### config.mk
export PLATFORM = sky130hd
export DESIGN_NAME = gpio_irq_port
export DESIGN_NICKNAME = d
export VERILOG_FILES = /design/src/rtl/gpio_irq_pkg.sv /design/src/rtl/gpio_sync.sv /design/src/rtl/gpio_trig_detect.sv /design/src/rtl/gpio_reg_bank.sv /design/src/rtl/gpio_irq_port.sv
export SDC_FILE = /design/constraint.sdc
export NUM_CORES = 1
export LEC_CHECK = 0
export BUFFER_PORTS_ARGS = -buffer_cell sky130_fd_sc_hd__buf_4
export CELL_PAD_IN_SITES_DETAIL_PLACEMENT = 1
export CELL_PAD_IN_SITES_GLOBAL_PLACEMENT = 1
export CORE_MARGIN = 3
export CORE_UTILIZATION = 49
export CTS_CLUSTER_DIAMETER = 100
export DETAILED_ROUTE_END_ITERATION = 12
export GPL_ROUTABILITY_DRIVEN = 1
export PLACE_DENSITY_LB_ADDON = 0.1
export SLEW_MARGIN = 10
export SYNTH_ARGS = -nofsm -noshare
export SYNTH_HDL_FRONTEND = slang
export SYNTH_HIERARCHICAL = 1
export SYNTH_SLANG_ARGS = --single-unit
### constraint.sdc
create_clock -name clk_i -period 2.06 [get_ports clk_i]
set_clock_uncertainty 0.2 [all_clocks]
set_input_delay 0.206 -clock clk_i [delete_from_list [all_inputs] [get_ports clk_i]]
set_output_delay 0.206 -clock clk_i [all_outputs]
set_load 0.1 [all_outputs]
### src/rtl/gpio_irq_pkg.sv
package gpio_irq_pkg;
  localparam int unsigned ADDR_W = 5;

  typedef enum logic [1:0] {
    TRIG_LOW  = 2'd0,
    TRIG_HIGH = 2'd1,
    TRIG_RISE = 2'd2,
    TRIG_FALL = 2'd3
  } trig_e;

  // word index = byte offset >> 2
  typedef enum logic [2:0] {
    RI_DATA   = 3'd0,
    RI_DIR    = 3'd1,
    RI_PAD    = 3'd2,
    RI_CFG_LO = 3'd3,
    RI_CFG_HI = 3'd4,
    RI_MASK   = 3'd5,
    RI_STAT   = 3'd6,
    RI_ANYEDG = 3'd7
  } reg_idx_e;
endpackage

### src/rtl/gpio_sync.sv
module gpio_sync #(
  parameter int unsigned WIDTH  = 32,
  parameter int unsigned STAGES = 2
) (
  input  logic             clk_i,
  input  logic             rst_ni,
  input  logic [WIDTH-1:0] d_i,
  output logic [WIDTH-1:0] q_o
);
  logic [WIDTH-1:0] chain_q [STAGES];

  always_ff @(posedge clk_i or negedge rst_ni) begin
    if (!rst_ni) chain_q[0] <= '0;
    else         chain_q[0] <= d_i;
  end

  for (genvar s = 1; s < STAGES; s++) begin : g_stage
    always_ff @(posedge clk_i or negedge rst_ni) begin
      if (!rst_ni) chain_q[s] <= '0;
      else         chain_q[s] <= chain_q[s-1];
    end
  end

  assign q_o = chain_q[STAGES-1];
endmodule

### src/rtl/gpio_trig_detect.sv
module gpio_trig_detect
  import gpio_irq_pkg::*;
#(
  parameter int unsigned NUM_PINS = 32,
  localparam int unsigned CFG_W   = 2 * NUM_PINS
) (
  input  logic                clk_i,
  input  logic                rst_ni,
  input  logic [NUM_PINS-1:0] lvl_i,
  input  logic [CFG_W-1:0]    cfg_i,
  input  logic [NUM_PINS-1:0] any_edge_i,
  output logic [NUM_PINS-1:0] hit_o
);
  logic [NUM_PINS-1:0] prev_q;

  always_ff @(posedge clk_i or negedge rst_ni) begin
    if (!rst_ni) prev_q <= '0;
    else         prev_q <= lvl_i;
  end

  for (genvar i = 0; i < NUM_PINS; i++) begin : g_pin
    trig_e code;
    logic  rise, fall, hit;
    assign code = trig_e'(cfg_i[2*i +: 2]);
    assign rise = lvl_i[i] & ~prev_q[i];
    assign fall = ~lvl_i[i] & prev_q[i];
    always_comb begin
      if (any_edge_i[i]) hit = rise | fall;
      else begin
        unique case (code)
          TRIG_LOW:  hit = ~lvl_i[i];
          TRIG_HIGH: hit = lvl_i[i];
          TRIG_RISE: hit = rise;
          TRIG_FALL: hit = fall;
          default:   hit = 1'b0;
        endcase
      end
    end
    assign hit_o[i] = hit;
  end
endmodule

### src/rtl/gpio_reg_bank.sv
module gpio_reg_bank
  import gpio_irq_pkg::*;
#(
  parameter int unsigned NUM_PINS = 32,
  parameter int unsigned DATA_W   = 32,
  localparam int unsigned CFG_W   = 2 * NUM_PINS,
  localparam int unsigned HALF_W  = NUM_PINS
) (
  input  logic                clk_i,
  input  logic                rst_ni,
  input  logic [ADDR_W-1:0]   addr_i,
  input  logic                we_i,
  input  logic [DATA_W-1:0]   wdata_i,
  output logic [DATA_W-1:0]   rdata_o,
  input  logic [NUM_PINS-1:0] pad_sync_i,
  input  logic [NUM_PINS-1:0] hit_i,
  output logic [NUM_PINS-1:0] data_o,
  output logic [NUM_PINS-1:0] dir_o,
  output logic [CFG_W-1:0]    cfg_o,
  output logic [NUM_PINS-1:0] mask_o,
  output logic [NUM_PINS-1:0] any_edge_o,
  output logic [NUM_PINS-1:0] stat_o
);
  logic                aligned;
  reg_idx_e            sel;
  logic [NUM_PINS-1:0] wpins;
  logic [HALF_W-1:0]   cfg_lo_q, cfg_hi_q;
  logic [NUM_PINS-1:0] data_q, dir_q, mask_q, edge_q, stat_q, clr;

  assign aligned = (addr_i[1:0] == 2'b00);
  assign sel     = reg_idx_e'(addr_i[ADDR_W-1:2]);
  assign wpins   = wdata_i[NUM_PINS-1:0];

  function automatic logic wr(input reg_idx_e r);
    return we_i && aligned && (sel == r);
  endfunction

  always_ff @(posedge clk_i or negedge rst_ni) begin
    if (!rst_ni) begin
      data_q   <= '0;
      dir_q    <= '0;
      cfg_lo_q <= '0;
      cfg_hi_q <= '0;
      mask_q   <= '0;
      edge_q   <= '0;
    end else begin
      if (wr(RI_DATA))   data_q   <= wpins;
      if (wr(RI_DIR))    dir_q    <= wpins;
      if (wr(RI_CFG_LO)) cfg_lo_q <= wdata_i[HALF_W-1:0];
      if (wr(RI_CFG_HI)) cfg_hi_q <= wdata_i[HALF_W-1:0];
      if (wr(RI_MASK))   mask_q   <= wpins;
      if (wr(RI_ANYEDG)) edge_q   <= wpins;
    end
  end

  // detection beats a same-cycle clear
  assign clr = wr(RI_STAT) ? wpins : '0;

  always_ff @(posedge clk_i or negedge rst_ni) begin
    if (!rst_ni) stat_q <= '0;
    else         stat_q <= (stat_q & ~clr) | hit_i;
  end

  always_comb begin
    rdata_o = '0;
    if (aligned) begin
      unique case (sel)
        RI_DATA:   rdata_o[NUM_PINS-1:0] = data_q;
        RI_DIR:    rdata_o[NUM_PINS-1:0] = dir_q;
        RI_PAD:    rdata_o[NUM_PINS-1:0] = pad_sync_i;
        RI_CFG_LO: rdata_o[HALF_W-1:0]   = cfg_lo_q;
        RI_CFG_HI: rdata_o[HALF_W-1:0]   = cfg_hi_q;
        RI_MASK:   rdata_o[NUM_PINS-1:0] = mask_q;
        RI_STAT:   rdata_o[NUM_PINS-1:0] = stat_q;
        RI_ANYEDG: rdata_o[NUM_PINS-1:0] = edge_q;
        default:   rdata_o = '0;
      endcase
    end
  end

  assign data_o     = data_q;
  assign dir_o      = dir_q;
  assign cfg_o      = {cfg_hi_q, cfg_lo_q};
  assign mask_o     = mask_q;
  assign any_edge_o = edge_q;
  assign stat_o     = stat_q;
endmodule

### src/rtl/gpio_irq_port.sv
module gpio_irq_port
  import gpio_irq_pkg::*;
#(
  parameter int unsigned NUM_PINS    = 32,
  parameter int unsigned DATA_W      = 32,
  parameter int unsigned NUM_DED     = 8,
  parameter int unsigned SYNC_STAGES = 2,
  localparam int unsigned CFG_W      = 2 * NUM_PINS,
  localparam int unsigned HALF_PINS  = NUM_PINS / 2
) (
  input  logic                clk_i,
  input  logic                rst_ni,
  input  logic [ADDR_W-1:0]   addr_i,
  input  logic                we_i,
  input  logic [DATA_W-1:0]   wdata_i,
  output logic [DATA_W-1:0]   rdata_o,
  input  logic [NUM_PINS-1:0] pad_i,
  output logic [NUM_PINS-1:0] pad_o,
  output logic [NUM_PINS-1:0] pad_oe_o,
  output logic [1:0]          irq_comb_o,
  output logic [NUM_DED-1:0]  irq_pin_o
);
  logic [NUM_PINS-1:0] sync_w, hit_w, stat_w, mask_w, edge_w, pend_w;
  logic [CFG_W-1:0]    cfg_w;

  gpio_sync #(.WIDTH(NUM_PINS), .STAGES(SYNC_STAGES)) u_sync (
    .clk_i (clk_i),
    .rst_ni(rst_ni),
    .d_i   (pad_i),
    .q_o   (sync_w)
  );

  gpio_trig_detect #(.NUM_PINS(NUM_PINS)) u_det (
    .clk_i     (clk_i),
    .rst_ni    (rst_ni),
    .lvl_i     (sync_w),
    .cfg_i     (cfg_w),
    .any_edge_i(edge_w),
    .hit_o     (hit_w)
  );

  gpio_reg_bank #(.NUM_PINS(NUM_PINS), .DATA_W(DATA_W)) u_regs (
    .clk_i     (clk_i),
    .rst_ni    (rst_ni),
    .addr_i    (addr_i),
    .we_i      (we_i),
    .wdata_i   (wdata_i),
    .rdata_o   (rdata_o),
    .pad_sync_i(sync_w),
    .hit_i     (hit_w),
    .data_o    (pad_o),
    .dir_o     (pad_oe_o),
    .cfg_o     (cfg_w),
    .mask_o    (mask_w),
    .any_edge_o(edge_w),
    .stat_o    (stat_w)
  );

  assign pend_w        = stat_w & mask_w;
  assign irq_comb_o[0] = |pend_w[HALF_PINS-1:0];
  assign irq_comb_o[1] = |pend_w[NUM_PINS-1:HALF_PINS];

  for (genvar k = 0; k < NUM_DED; k++) begin : g_ded
    assign irq_pin_o[k] = pend_w[k];
  end
endmodule

Word-level counts from Yosys, hierarchy flattened
Cells that the tools add are included.
{"block": "word_totals", "register_bits": 320, "input_bits": 72, "output_inout_bits": 106}
{"block": "classes", "eq_ne": 103, "mux": 67, "bitwise_logic": 164, "reduce_logical": 44}
{"operator": "32-bit case mux with 8 select lines", "count": 1}
{"operator": "2-bit == test, second input constant", "count": 64}
{"operator": "1-bit case mux with 4 select lines", "count": 32}
{"operator": "2-bit zero test", "count": 33}
{"operator": "1-bit AND", "count": 64}
{"operator": "32-bit AND", "count": 2}
{"operator": "2-bit by 1-bit == test with 1-bit output, second input constant", "count": 32}
{"operator": "32-bit 2-to-1 mux", "count": 2}
{"operator": "1-bit NOT", "count": 64}
{"operator": "1-bit 2-to-1 mux", "count": 32}
{"operator": "32-bit NOT", "count": 1}
{"operator": "1-bit OR", "count": 32}
{"operator": "32-bit OR", "count": 1}
{"operator": "16-bit OR reduction", "count": 2}
{"operator": "3-bit == test, second input constant", "count": 4}
{"operator": "1-bit logical AND", "count": 8}
{"operator": "3-bit by 2-bit == test with 1-bit output, second input constant", "count": 2}
{"operator": "3-bit by 1-bit == test with 1-bit output, second input constant", "count": 1}
{"operator": "3-bit zero test", "count": 1}

Depth between registers and ports, before layout
{"block": "depth", "ltp_word": 7, "ltp_mapped": 8, "mapped_depth_nobuf": 6}

Modules after synthesis
Netlist, hierarchy kept.
{"module": "gpio_reg_bank", "instances": 1, "cells_each": 669, "area_per_inst_um2": 10233.6, "seq_area_each_um2": 5605.4}
{"module": "gpio_trig_detect", "instances": 1, "cells_each": 386, "area_per_inst_um2": 3495.9, "seq_area_each_um2": 800.8}
{"module": "gpio_sync", "instances": 1, "cells_each": 96, "area_per_inst_um2": 1841.8, "seq_area_each_um2": 1601.5}
{"module": "gpio_irq_port", "instances": 1, "cells_each": 24, "area_per_inst_um2": 215.2, "seq_area_each_um2": 0.0}

Worst setup path after synthesis
OpenSTA, ideal clock, no wires.
{"block": "synth_timing", "path_kind": "reg2out", "startpoint": "reg u_regs.dir_q[0], in the netlist u_regs/dir_o[0]", "endpoint": "out rdata_o[0]", "arrival_time_ns": 2.768, "slack_ns": -1.114, "stages_incl_launch_ff": 3, "path_cell_list": "dfrtp_1 -> o211ai_1 -> a31oi_1"}
{"block": "synth_via", "elab_chain_len": 2}
{"item": "from (decl)", "line_no": "gpio_reg_bank.sv:28", "text": "logic [NUM_PINS-1:0] data_q, dir_q, mask_q, edge_q, stat_q, clr;"}
{"item": "from (signal assigned)", "line_no": "gpio_reg_bank.sv:48", "text": "if (wr(RI_DIR)) dir_q <= wpins;"}
{"item": "32-bit case mux with 8 select lines", "line_no": "gpio_reg_bank.sv:67", "text": "unique case (sel)"}
{"item": "32-bit 2-to-1 mux", "line_no": "gpio_reg_bank.sv:66", "text": "if (aligned) begin"}
{"item": "to (decl)", "line_no": "gpio_irq_port.sv:16", "text": "output logic [DATA_W-1:0] rdata_o,"}
Every way passes these cells.

Worst setup path after layout
{"block": "layout_timing", "startpoint": "reg u_regs.stat_q[19], in the netlist u_regs/stat_o[19]", "endpoint": "out irq_comb_o[1]"}
{"block": "layout_via", "elab_chain_len": 2}
{"item": "from (decl)", "line_no": "gpio_reg_bank.sv:28"}
{"item": "from (signal assigned)", "line_no": "gpio_reg_bank.sv:61", "text": "else stat_q <= (stat_q & ~clr) | hit_i;"}
{"item": "32-bit AND", "line_no": "gpio_irq_port.sv:59", "text": "assign pend_w = stat_w & mask_w;"}
{"item": "16-bit OR reduction", "line_no": "gpio_irq_port.sv:61", "text": "assign irq_comb_o[1] = |pend_w[NUM_PINS-1:HALF_PINS];"}
{"item": "to (decl)", "line_no": "gpio_irq_port.sv:20", "text": "output logic [1:0] irq_comb_o,"}
Every way passes these cells.

==> impl_metrics.env <==
export IMPL_power_leakage_nw=9.769
export IMPL_syn_area_per_cell_um2=13.44
export IMPL_cp_end_kind="output port"
export IMPL_cts_buffers=36
export IMPL_drcViolationCount=0
export IMPL_synthFlopType="dfrtp_1"
export IMPL_cp_top_family="compound AO/OA/AOI/OAI gates"
export IMPL_io_buffers=177
export IMPL_holdWs_ns=-0.006006
export IMPL_drt_initial_drc_count=594
export IMPL_peakVddDrop_mv=0.6960
export IMPL_hpwl_um=30910
export IMPL_worst_path_max_delay_cell="dfrtp_2"
export IMPL_htree_levels=2
export IMPL_dr_pass1_iters=4
export IMPL_ys_seq_area_share_pct=50.73
export IMPL_core_area_mm2=0.03164
export IMPL_vias=11320
export IMPL_syn_area_mm2=0.01579
export IMPL_ys_seq_elements=320
export IMPL_cap_violations=0
export IMPL_die_w_um=185.5
export IMPL_syn_num_nets=1311
export IMPL_final_nets=1661
export IMPL_root_buffer="clkbuf_16"
export IMPL_clk_transition_reported_paths_ns=0.06
export IMPL_placed_cell_area_mm2=0.01791
export IMPL_overflow=0
export IMPL_crit_chain="a22o_1 > a221oi_2 > nand4_1 > buf_8"
export IMPL_clkLatencyLatePin_ns=0.51
export IMPL_reg2reg_depth=6
export IMPL_final_antenna_net_count=0
export IMPL_rows=65
export IMPL_finalCriticalPeriod_ns=2.392
export IMPL_drt_wl_total_um=49310
export IMPL_timing_fmax_mhz=418.0
export IMPL_rsz0062_at_grt="true"
export IMPL_syn_to_final_growth_pct=34.80
export IMPL_dp_cells=1706
export IMPL_setup_ws_ns=-0.3324
export IMPL_clockBufferDepth=3
export IMPL_initial_core_util_pct=49.90
export IMPL_max_stage_delay_ns=0.47
export IMPL_worstMarginPinSlew_ns=0.5091
export IMPL_numClockSinks=320
export IMPL_setup_worst_path_start_class="flop"
export IMPL_drv_slew=0
export IMPL_globalplace_congestion=0.7900
export IMPL_synth_edf_count=0
export IMPL_final_cells=1954
export IMPL_antenna_found_initial=0
export IMPL_fin_util_pct=67.27
export IMPL_final_area_mm2=0.02128
export IMPL_yosys_warnings=6
export IMPL_relSlewSlack_pct=65.18
export IMPL_timing_final_crit_share_pct=116.1
export IMPL_cp_required_ns=1.65
export IMPL_worstPathArrival_ns=1.99
export IMPL_grt_max_degree=68
export IMPL_ys_types=41
export IMPL_grt_pass1_wl_um=75130
export IMPL_die_area_mm2=0.03441
export IMPL_dieHeight_um=185.5
export IMPL_power_density_mw_per_mm2=989.4
export IMPL_first_global_vias=12540
export IMPL_cts_tree="yes"
export IMPL_violations="hold timing, setup timing"
export IMPL_viasPerCell=5.791
export IMPL_path_class="reg -> out"
export IMPL_hold_path_class="in -> async"
export IMPL_crit_buf_inv=1
export IMPL_r2r_end="u_regs/stat_o[14]"
export IMPL_outcome="complete, but fails checks"
export IMPL_setup_viol=32
export IMPL_hold_viol=7
export IMPL_setup_tns_ns=-6.169
export IMPL_synth_cells=1175
export IMPL_drive_above_1_share_pct=52.87
export IMPL_ios=178
export IMPL_async_flop_share_pct=100.0
export IMPL_cp_max_fo=3
export IMPL_wl_per_cell_um=25.24
export IMPL_r2r_start="u_sync/q_o[14]"
export IMPL_grt_use_total_pct=28.75
export IMPL_reg2reg_slack_ns=0.13
routing by layer:
metal  part of all wire [%]  vias to the layer above  global-route usage (%)  routed length [µm]
met2                     52                      334                   51.14               25590
met5                      0                        -                       0                   0
li1                       -                     4900                       -                   -
met4                    3.0                        0                   8.523                1458
met1                     41                     5987                   36.66               20060
met3                    4.5                       94                   4.221                2197
cell usage after synthesis (all sizes together), types with 2 or more instances:
cell | instances | area (µm²)
dfrtp | 320 | 8008
mux2 | 192 | 2162
buf | 103 | 674.4
inv | 98 | 367.9
ha | 64 | 800.8
mux4 | 56 | 1261
nand2 | 41 | 153.9
mux2i | 36 | 360.4
nor2b | 35 | 219.0
a22o | 34 | 297.8
a2111oi | 32 | 301.5
a21o | 32 | 240.2
a221oi | 21 | 209.0
nor2 | 20 | 75.07
nor3b | 18 | 140.1
a211o | 17 | 148.9
and2 | 9 | 66.31
o21ai | 7 | 35.03
clkbuf | 6 | 22.52
nand2b | 6 | 37.54
a31oi | 4 | 25.02
nand3 | 4 | 20.02
o211ai | 4 | 30.03
a22oi | 3 | 22.52
a21oi | 2 | 10.01
nand4 | 2 | 12.51
nor3 | 2 | 15.01
nor4 | 2 | 12.51
worst max-delay path by stage:
| stage | cells after the start | slack, ns | end | start |
|---|---|---|---|---|
| final | 4 | -0.33 | irq_comb_o[1] | u_regs/stat_o[19] |
| after global placement | 7 | -0.03 | rdata_o[0] | addr_i[3] |
| after floorplan | 3 | -0.20 | irq_comb_o[0] | u_regs/mask_o[6] |
| after global routing | 4 | -0.37 | irq_comb_o[1] | u_regs/stat_o[19] |
| after CTS | 4 | -0.31 | irq_comb_o[1] | u_regs/mask_o[19] |
| after detailed placement | 7 | -0.06 | rdata_o[0] | addr_i[3] |
through the flow:
step	total power, mW	setup slack [ns]
after floorplan	12.56	-0.1975
after global placement	13.91	-0.02571
after detailed placement	14.10	-0.05559
after CTS	20.94	-0.3112
after global routing	21.86	-0.3741
final	21.06	-0.3324
final cells by class:
| class | count | area (µm²) |
|---|---|---|
| Fill cell | 2930 | 10360 |
| Sequential cell | 320 | 8149 |
| Multi-Input combinational cell | 648 | 7108 |
| Timing Repair Buffer | 421 | 4051 |
| Clock buffer | 61 | 1056 |
| Tap cell | 402 | 503.0 |
| Inverter | 98 | 367.9 |
| Clock inverter | 3 | 42.54 |
| Antenna cell | 1 | 2.502 |
state kept, by name, indices dropped and copies added, names as in the netlist:
register and count:
u_regs/cfg_hi_q 32, u_regs/dir_o 32, u_det/prev_q 32, u_regs/mask_o 32, u_sync/chain_q 32, u_regs/cfg_lo_q 32
u_regs/stat_o 32, u_regs/any_edge_o 32, u_sync/q_o 32, u_regs/data_o 32
cells by family after synthesis:
logic type / Yosys count / share of synthesized area, %
DFF: 320 / 50.73
muxes: 284 / 23.97
buffers and inverters: 207 / 6.745
AOI/OAI and AO/OA: 156 / 8.362
and+or+nand+nor: 144 / 5.128
adders and majority gates: 64 / 5.073
cells in the final DEF (no fill, tap or decap), drive strengths merged, types with 2 or more instances in the layout:
cell,instances
a21o,32
dfrtp,320
nand4,2
nor4,2
a31oi,4
clkbuf,61
o211ai,4
nor2b,35
nor3,2
inv,98
a221oi,21
a22o,34
mux2i,36
nand2,41
mux4,56
nand3,4
a21oi,2
ha,64
dlygate4sd3,65
nor2,20
a2111oi,32
mux2,192
o21ai,7
nor3b,18
a22oi,3
buf,356
nand2b,6
a211o,17
and2,9
repair_timing:
| item | CTS | global route |
|---|---|---|
| buffers inserted | 97 | 21 |
| endpoints found under the setup margin | 34 | 35 |
| endpoints found under the hold margin | 576 | 0 |
| gates resized for setup | 180 | 12 |
| hold buffers | 65 | 0 |
| pin swaps | 35 | 6 |
report_power, final:
part	switching [mW]	internal (mW)	total, mW
combinational	4.22	2.71	6.93
sequential	0.784	7.20	7.99
clock	2.54	3.60	6.14
total	7.54	13.5	21.1
(Power assumes the default switching activity.)
